[config.mk]
export PLATFORM = sky130hd
export DESIGN_NAME = igr_resolver
export DESIGN_NICKNAME = d
export VERILOG_FILES = /design/src/rtl/igr_pkg.sv /design/src/rtl/igr_accept_scan.sv /design/src/rtl/igr_vec_bank.sv /design/src/rtl/igr_bus_decode.sv /design/src/rtl/igr_resolver.sv
export SDC_FILE = /design/constraint.sdc
export NUM_CORES = 1
export LEC_CHECK = 0
export CAP_MARGIN = 20
export CORE_ASPECT_RATIO = 0.8
export CORE_MARGIN = 3
export CORE_UTILIZATION = 40
export DETAILED_ROUTE_END_ITERATION = 16
export DONT_BUFFER_PORTS = 1
export GPL_ROUTABILITY_DRIVEN = 0
export GPL_TIMING_DRIVEN = 0
export SYNTH_ARGS = -nofsm -noshare
export SYNTH_HDL_FRONTEND = slang
export SYNTH_SLANG_ARGS = --single-unit
[constraint.sdc]
create_clock -name clk -period 32.1 [get_ports clk]
set_clock_uncertainty 0.1 [all_clocks]
set_input_delay 9.63 -clock clk [delete_from_list [all_inputs] [get_ports clk]]
set_output_delay 9.63 -clock clk [all_outputs]
set_load 0.1 [all_outputs]
[src/rtl/igr_pkg.sv]
// Shared constants for the interrupt group acceptance resolver.
// Assumes a 32-bit byte-addressed bus and 16-bit registers.
package igr_pkg;
    localparam logic [31:0] GRP_ADDR   = 32'h3400_0200;
    localparam logic [31:0] VEC_BASE   = 32'h2000_0000;
    localparam logic [15:0] HDL_UPPER  = 16'h4000;
endpackage

[src/rtl/igr_accept_scan.sv]
// Acceptance scan: marks every pending group whose level is below the
// mask, then reports the lowest such group number and the lowest level
// among them. Purely combinational; assumes NUM_GROUPS <= 2**GN_W.
module igr_accept_scan #(
    parameter int NUM_GROUPS = 32,
    parameter int LVL_W      = 3,
    parameter int GN_W       = 5
) (
    input  logic [NUM_GROUPS-1:0]       pend,
    input  logic [NUM_GROUPS*LVL_W-1:0] lvl,
    input  logic [LVL_W-1:0]            mask,
    output logic [GN_W-1:0]             grp_num,
    output logic                        any_hit,
    output logic [LVL_W-1:0]            best_lvl
);
    logic [NUM_GROUPS-1:0] acc;

    // Per-group acceptance: pending and strictly more urgent than the mask.
    for (genvar g = 0; g < NUM_GROUPS; g++) begin : g_acc
        assign acc[g] = pend[g] && (lvl[g*LVL_W +: LVL_W] < mask);
    end

    // Lowest accepted group number and lowest accepted level.
    always_comb begin
        grp_num  = '0;
        any_hit  = 1'b0;
        best_lvl = '1;
        for (int i = 0; i < NUM_GROUPS; i++) begin
            if (acc[i] && !any_hit) begin
                grp_num = GN_W'(i);
                any_hit = 1'b1;
            end
            if (acc[i] && (lvl[i*LVL_W +: LVL_W] < best_lvl)) begin
                best_lvl = lvl[i*LVL_W +: LVL_W];
            end
        end
    end
endmodule

[src/rtl/igr_vec_bank.sv]
// Per-level vector register bank with one write port, one bus read port
// and one handler-select port. Contents are deliberately not reset;
// writes are held off while reset is asserted. Assumes
// NUM_LEVELS <= 2**LVL_W; an index at or past NUM_LEVELS reads 0.
module igr_vec_bank #(
    parameter int NUM_LEVELS = 7,
    parameter int LVL_W      = 3,
    parameter int DATA_W     = 16
) (
    input  logic              clk,
    input  logic              rst_n,
    input  logic              wr_en,
    input  logic [LVL_W-1:0]  wr_idx,
    input  logic [DATA_W-1:0] wr_data,
    input  logic [LVL_W-1:0]  rd_idx,
    output logic [DATA_W-1:0] rd_data,
    input  logic [LVL_W-1:0]  sel_lvl,
    output logic [DATA_W-1:0] sel_data
);
    logic [DATA_W-1:0] vec_q [NUM_LEVELS];

    // One storage register per level, loaded by a matching write.
    for (genvar l = 0; l < NUM_LEVELS; l++) begin : g_vec
        always_ff @(posedge clk) begin
            if (rst_n && wr_en && (wr_idx == LVL_W'(l))) begin
                vec_q[l] <= wr_data;
            end
        end
    end

    // Bus read and handler select multiplexers.
    always_comb begin
        rd_data  = '0;
        sel_data = '0;
        for (int l = 0; l < NUM_LEVELS; l++) begin
            if (rd_idx == LVL_W'(l)) rd_data = vec_q[l];
            if (sel_lvl == LVL_W'(l)) sel_data = vec_q[l];
        end
    end
endmodule

[src/rtl/igr_bus_decode.sv]
// Address decoder and read-data selector for the resolver registers.
// Group register: halfword read at GRP_ADDR, byte reads at GRP_ADDR and
// GRP_ADDR+1. Vector registers: halfword only, 4-byte stride from
// VEC_BASE. All else reads 0 and ignores writes. Combinational.
module igr_bus_decode
    import igr_pkg::*;
#(
    parameter int NUM_LEVELS = 7,
    parameter int LVL_W      = 3,
    parameter int DATA_W     = 16
) (
    input  logic [31:0]       addr,
    input  logic              rd,
    input  logic              wr,
    input  logic              byte_sel,
    input  logic [DATA_W-1:0] grp_value,
    input  logic [DATA_W-1:0] vec_rd_data,
    output logic              vec_wr_en,
    output logic [LVL_W-1:0]  vec_idx,
    output logic [DATA_W-1:0] rdata_d
);
    logic [31:0] vec_off;
    logic        vec_hit;
    logic        grp_half;
    logic        grp_lo;
    logic        grp_hi;

    // Region matching for vector and group registers.
    always_comb begin
        vec_off  = addr - VEC_BASE;
        vec_hit  = (vec_off[1:0] == 2'b00) && ({2'b00, vec_off[31:2]} < 32'(NUM_LEVELS));
        vec_idx  = vec_off[LVL_W+1:2];
        grp_half = !byte_sel && (addr == GRP_ADDR);
        grp_lo   = byte_sel && (addr == GRP_ADDR);
        grp_hi   = byte_sel && (addr == GRP_ADDR + 32'd1);
    end

    assign vec_wr_en = wr && vec_hit && !byte_sel;

    // Next read data selection; 0 when no read or no match.
    always_comb begin
        rdata_d = '0;
        if (rd) begin
            if (grp_half)                 rdata_d = grp_value;
            else if (grp_lo)              rdata_d = DATA_W'(grp_value[7:0]);
            else if (grp_hi)              rdata_d = DATA_W'(grp_value[15:8]);
            else if (vec_hit && !byte_sel) rdata_d = vec_rd_data;
        end
    end
endmodule

[src/rtl/igr_resolver.sv]
// Interrupt group acceptance resolver top. Reports the lowest accepted
// pending group through a read-only register and drives a handler start
// address for the most urgent accepted level. Read data is registered
// one cycle after the strobe; handler outputs are combinational.
module igr_resolver
    import igr_pkg::*;
#(
    parameter int NUM_GROUPS = 32,
    parameter int LVL_W      = 3,
    parameter int NUM_LEVELS = 7,
    parameter int DATA_W     = 16,
    localparam int GN_W      = $clog2(NUM_GROUPS)
) (
    input  logic                        clk,
    input  logic                        rst_n,
    input  logic [31:0]                 bus_addr,
    input  logic                        bus_rd,
    input  logic                        bus_wr,
    input  logic                        bus_byte,
    input  logic [DATA_W-1:0]           bus_wdata,
    output logic [DATA_W-1:0]           bus_rdata,
    input  logic [NUM_GROUPS-1:0]       grp_pend,
    input  logic [NUM_GROUPS*LVL_W-1:0] grp_lvl,
    input  logic [LVL_W-1:0]            cpu_mask,
    output logic [31:0]                 hdl_addr,
    output logic                        hdl_valid
);
    logic [GN_W-1:0]   grp_num;
    logic              any_hit;
    logic [LVL_W-1:0]  best_lvl;
    logic [DATA_W-1:0] grp_value;
    logic [DATA_W-1:0] vec_rd_data;
    logic [DATA_W-1:0] sel_data;
    logic              vec_wr_en;
    logic [LVL_W-1:0]  vec_idx;
    logic [DATA_W-1:0] rdata_d;

    igr_accept_scan #(
        .NUM_GROUPS(NUM_GROUPS), .LVL_W(LVL_W), .GN_W(GN_W)
    ) u_scan (
        .pend(grp_pend), .lvl(grp_lvl), .mask(cpu_mask),
        .grp_num(grp_num), .any_hit(any_hit), .best_lvl(best_lvl)
    );

    assign grp_value = DATA_W'(grp_num);

    igr_vec_bank #(
        .NUM_LEVELS(NUM_LEVELS), .LVL_W(LVL_W), .DATA_W(DATA_W)
    ) u_vec (
        .clk(clk), .rst_n(rst_n), .wr_en(vec_wr_en), .wr_idx(vec_idx),
        .wr_data(bus_wdata), .rd_idx(vec_idx), .rd_data(vec_rd_data),
        .sel_lvl(best_lvl), .sel_data(sel_data)
    );

    igr_bus_decode #(
        .NUM_LEVELS(NUM_LEVELS), .LVL_W(LVL_W), .DATA_W(DATA_W)
    ) u_dec (
        .addr(bus_addr), .rd(bus_rd), .wr(bus_wr), .byte_sel(bus_byte),
        .grp_value(grp_value), .vec_rd_data(vec_rd_data),
        .vec_wr_en(vec_wr_en), .vec_idx(vec_idx), .rdata_d(rdata_d)
    );

    // Read data register, cleared in reset.
    always_ff @(posedge clk) begin
        if (!rst_n) bus_rdata <= '0;
        else        bus_rdata <= rdata_d;
    end

    // Handler start address, 0 when nothing is accepted.
    always_comb begin
        hdl_valid = any_hit;
        hdl_addr  = any_hit ? {HDL_UPPER, sel_data} : 32'h0;
    end
endmodule

==> impl_metrics.tcl <==
set metrics [dict create \
    yosysTopAreaCellShare 0.285 \
    synth_warnings 0 \
    fill_cells 2712 \
    firstDrtPassIters 5 \
    grt_max_degree 18 \
    ir_drop_mv 0.0421 \
    die_w_um 198 \
    wl_per_cell_um 21.6 \
    antenna_found_initial 0 \
    num_vias 10800 \
    finalWorstSetupSlack_ps 536 \
    regArea_um2 3680 \
    port_buffers 0 \
    synth.most_common_cell "edfxtp_1" \
    grt_overflow 0 \
    required_ps 22370 \
    syn_avg_cell_area_um2 9.18 \
    cts_tree "yes" \
    critical_path.max_stage_delay_ps 530 \
    worstPathArrival_ps 21830 \
    p_leak_nw 4.95 \
    dp_hpwl_um 29000 \
    drive_gt1_frac 0.149 \
    power.total_w 0.000808 \
    ys_types 121 \
    fin_nets 1589 \
    crit_path_max_fanout 17 \
    fmax_mhz 31.7 \
    via_per_inst 6.27 \
    syn-cell-area_um2 11800 \
    netlist_instances 1287 \
    ioPinCount 233 \
    grt_pass1_vias 10000 \
    critPathLaunchType "primary input" \
    drv_slew 0 \
    drt_iter0_drc 903 \
    cts_buffers 17 \
    status "complete, no violations" \
    clockRootBuffer "clkbuf_16" \
    grtUsageTotal 0.226 \
    die_area_um2 31700 \
    cts_max_path_buffers 2 \
    synth_largest_area_cell "edfxtp_1" \
    drc 0 \
    slew-limit-headroom 0.253 \
    post-route-period-util 0.983 \
    initial_core_util 0.412 \
    synthTopCellsByArea "edfxtp_1 (28%), ha_1 (6.9%), o21ai_0 (3.8%), nor2_1 (3.5%), mux2i_1 (3.3%)" \
    setup_violations 0 \
    clock_latency_ps 420 \
    grt_pass1_wl_um 56700 \
    hold_violations 0 \
    ys.flop_type "edfxtp_1" \
    seq_area_frac_synth 0.312 \
    fin_setup_tns_ps 0 \
    die_height_um 160 \
    cts_hold_buf 0 \
    row_count 55 \
    syn_to_final_growth_pct 12.4 \
    synth-async-reset-ratio 0 \
    clkTransAtPathRegs_ps 60 \
    worstSetupPathType "in2out" \
    hold_class "reg2reg" \
    cts_sinks 128 \
    cap_violations 0 \
    synth_edf_count 112 \
    diodes 0 \
    multi_input_area_um2 7730 \
    ant_nets 0 \
    power_density_nw_per_um2 60.8 \
    holdWs_ps 446 \
    min_period_ps 31560 \
    wirelength_um 37200 \
    max_slew.worst_pin.slew_ps 1110 \
    critical_path.endpoint_type "primary output" \
    ys_ff_latch 128 \
    ctsHtreeMaxLevel 4 \
    core_um2 28700 \
    yosys-top-cells-count "edfxtp_1 (112), nor2_1 (110), nand2_1 (91)" \
    pre_cts_slack_ps -557 \
    crit_slowest_cell "or4b_4" \
]
[timing repair]
| action | 4_1_cts | 5_1_grt |
|---|---|---|
| setup endpoints to repair | 13 | 16 |
| setup buffers | 0 | 5 |
| pin swaps | 0 | 3 |
| gates resized for setup | 12 | 9 |
[cells in the final DEF, fill, tap and decap left out, drive strengths merged, types with 23 or more instances in the layout]
cell,Yosys,layout
nor2,112,112
clkbuf,18,38
o21ai,98,98
nor3,40,40
ha,65,65
edfxtp,112,112
mux2i,40,40
o211ai,26,26
a21oi,70,70
a21boi,30,30
nand2,91,91
buf,28,48
a211oi,23,23
nand3b,26,26
inv,73,72
[metrics by stage]
step	instance area, um2	cells	utilization
after floorplan	11900	1301	-
after detailed placement	12600	1686	0.438
final	13300	1723	0.463
after CTS	13200	1718	0.459
after global placement	12300	1671	0.430
after global routing	13300	1723	0.463
[cell families after synthesis]
kind of cell / share of synthesized area
buffers and inverters: 0.0495
adders and majority gates: 0.0776
xor gates and xnor gates: 0.000741
and+or+nand+nor: 0.181
muxes: 0.0871
AOI/OAI and AO/OA: 0.292
DFF: 0.312
other: 0.000317
[routing by layer]
layer | part of all wire | up-vias | GRT usage
met5 | 0 | - | 0
met4 | 0.015 | 0 | 0.0476
met3 | 0.085 | 38 | 0.0466
met2 | 0.44 | 420 | 0.352
met1 | 0.46 | 5195 | 0.326
li1 | - | 5148 | -
[worst max-delay path: cells and delay by family]
| kind | cells | cell delay [ps] |
|---|---|---|
| AND/OR/NAND/NOR | 6 | 1980 |
| buffers and inverters | 3 | 730 |
| adder cells (fa/ha/maj) | 3 | 920 |
| AO/OA/AOI/OAI | 30 | 7500 |
| multiplexers | 3 | 1060 |
[where the power goes]
| group | switching (W) | internal [W] |
|---|---|---|
| Combinational | 0.000297 | 0.000141 |
| Sequential | 0.0000000000000545 | 0.000181 |
| Clock | 0.0000716 | 0.000116 |
[worst paths after layout]
path | startpoint | end | slack [ps] | depth (start not counted)
setup / recovery | cpu_mask[2] | hdl_addr[14] | 540 | 45
hold / removal | u_vec.vec_q[6][13] | bus_rdata[13] | 450 | 2
setup reg to reg | u_vec.vec_q[2][4] | bus_rdata[4] | 30460 | 8
hold reg to reg | u_vec.vec_q[6][13] | bus_rdata[13] | 450 | 2
[registers in the layout, indices dropped and copies added (netlist names)]
| register | cells |
|---|---|
| bus_rdata | 16 |
| u_vec.vec_q | 112 |
[final cells by class]
cell class | count | share of cell area
plain buffers | 49 | 0.0236
repair buffers | 20 | 0.0175
multi-input cells | 1051 | 0.582
flip-flops and latches | 128 | 0.277
clock buffers | 20 | 0.0336
clock inverters | 12 | 0.0103
inverters | 73 | 0.0212
well taps | 370 | 0.0348
Note: power is estimated with default switching activity, not from simulation.
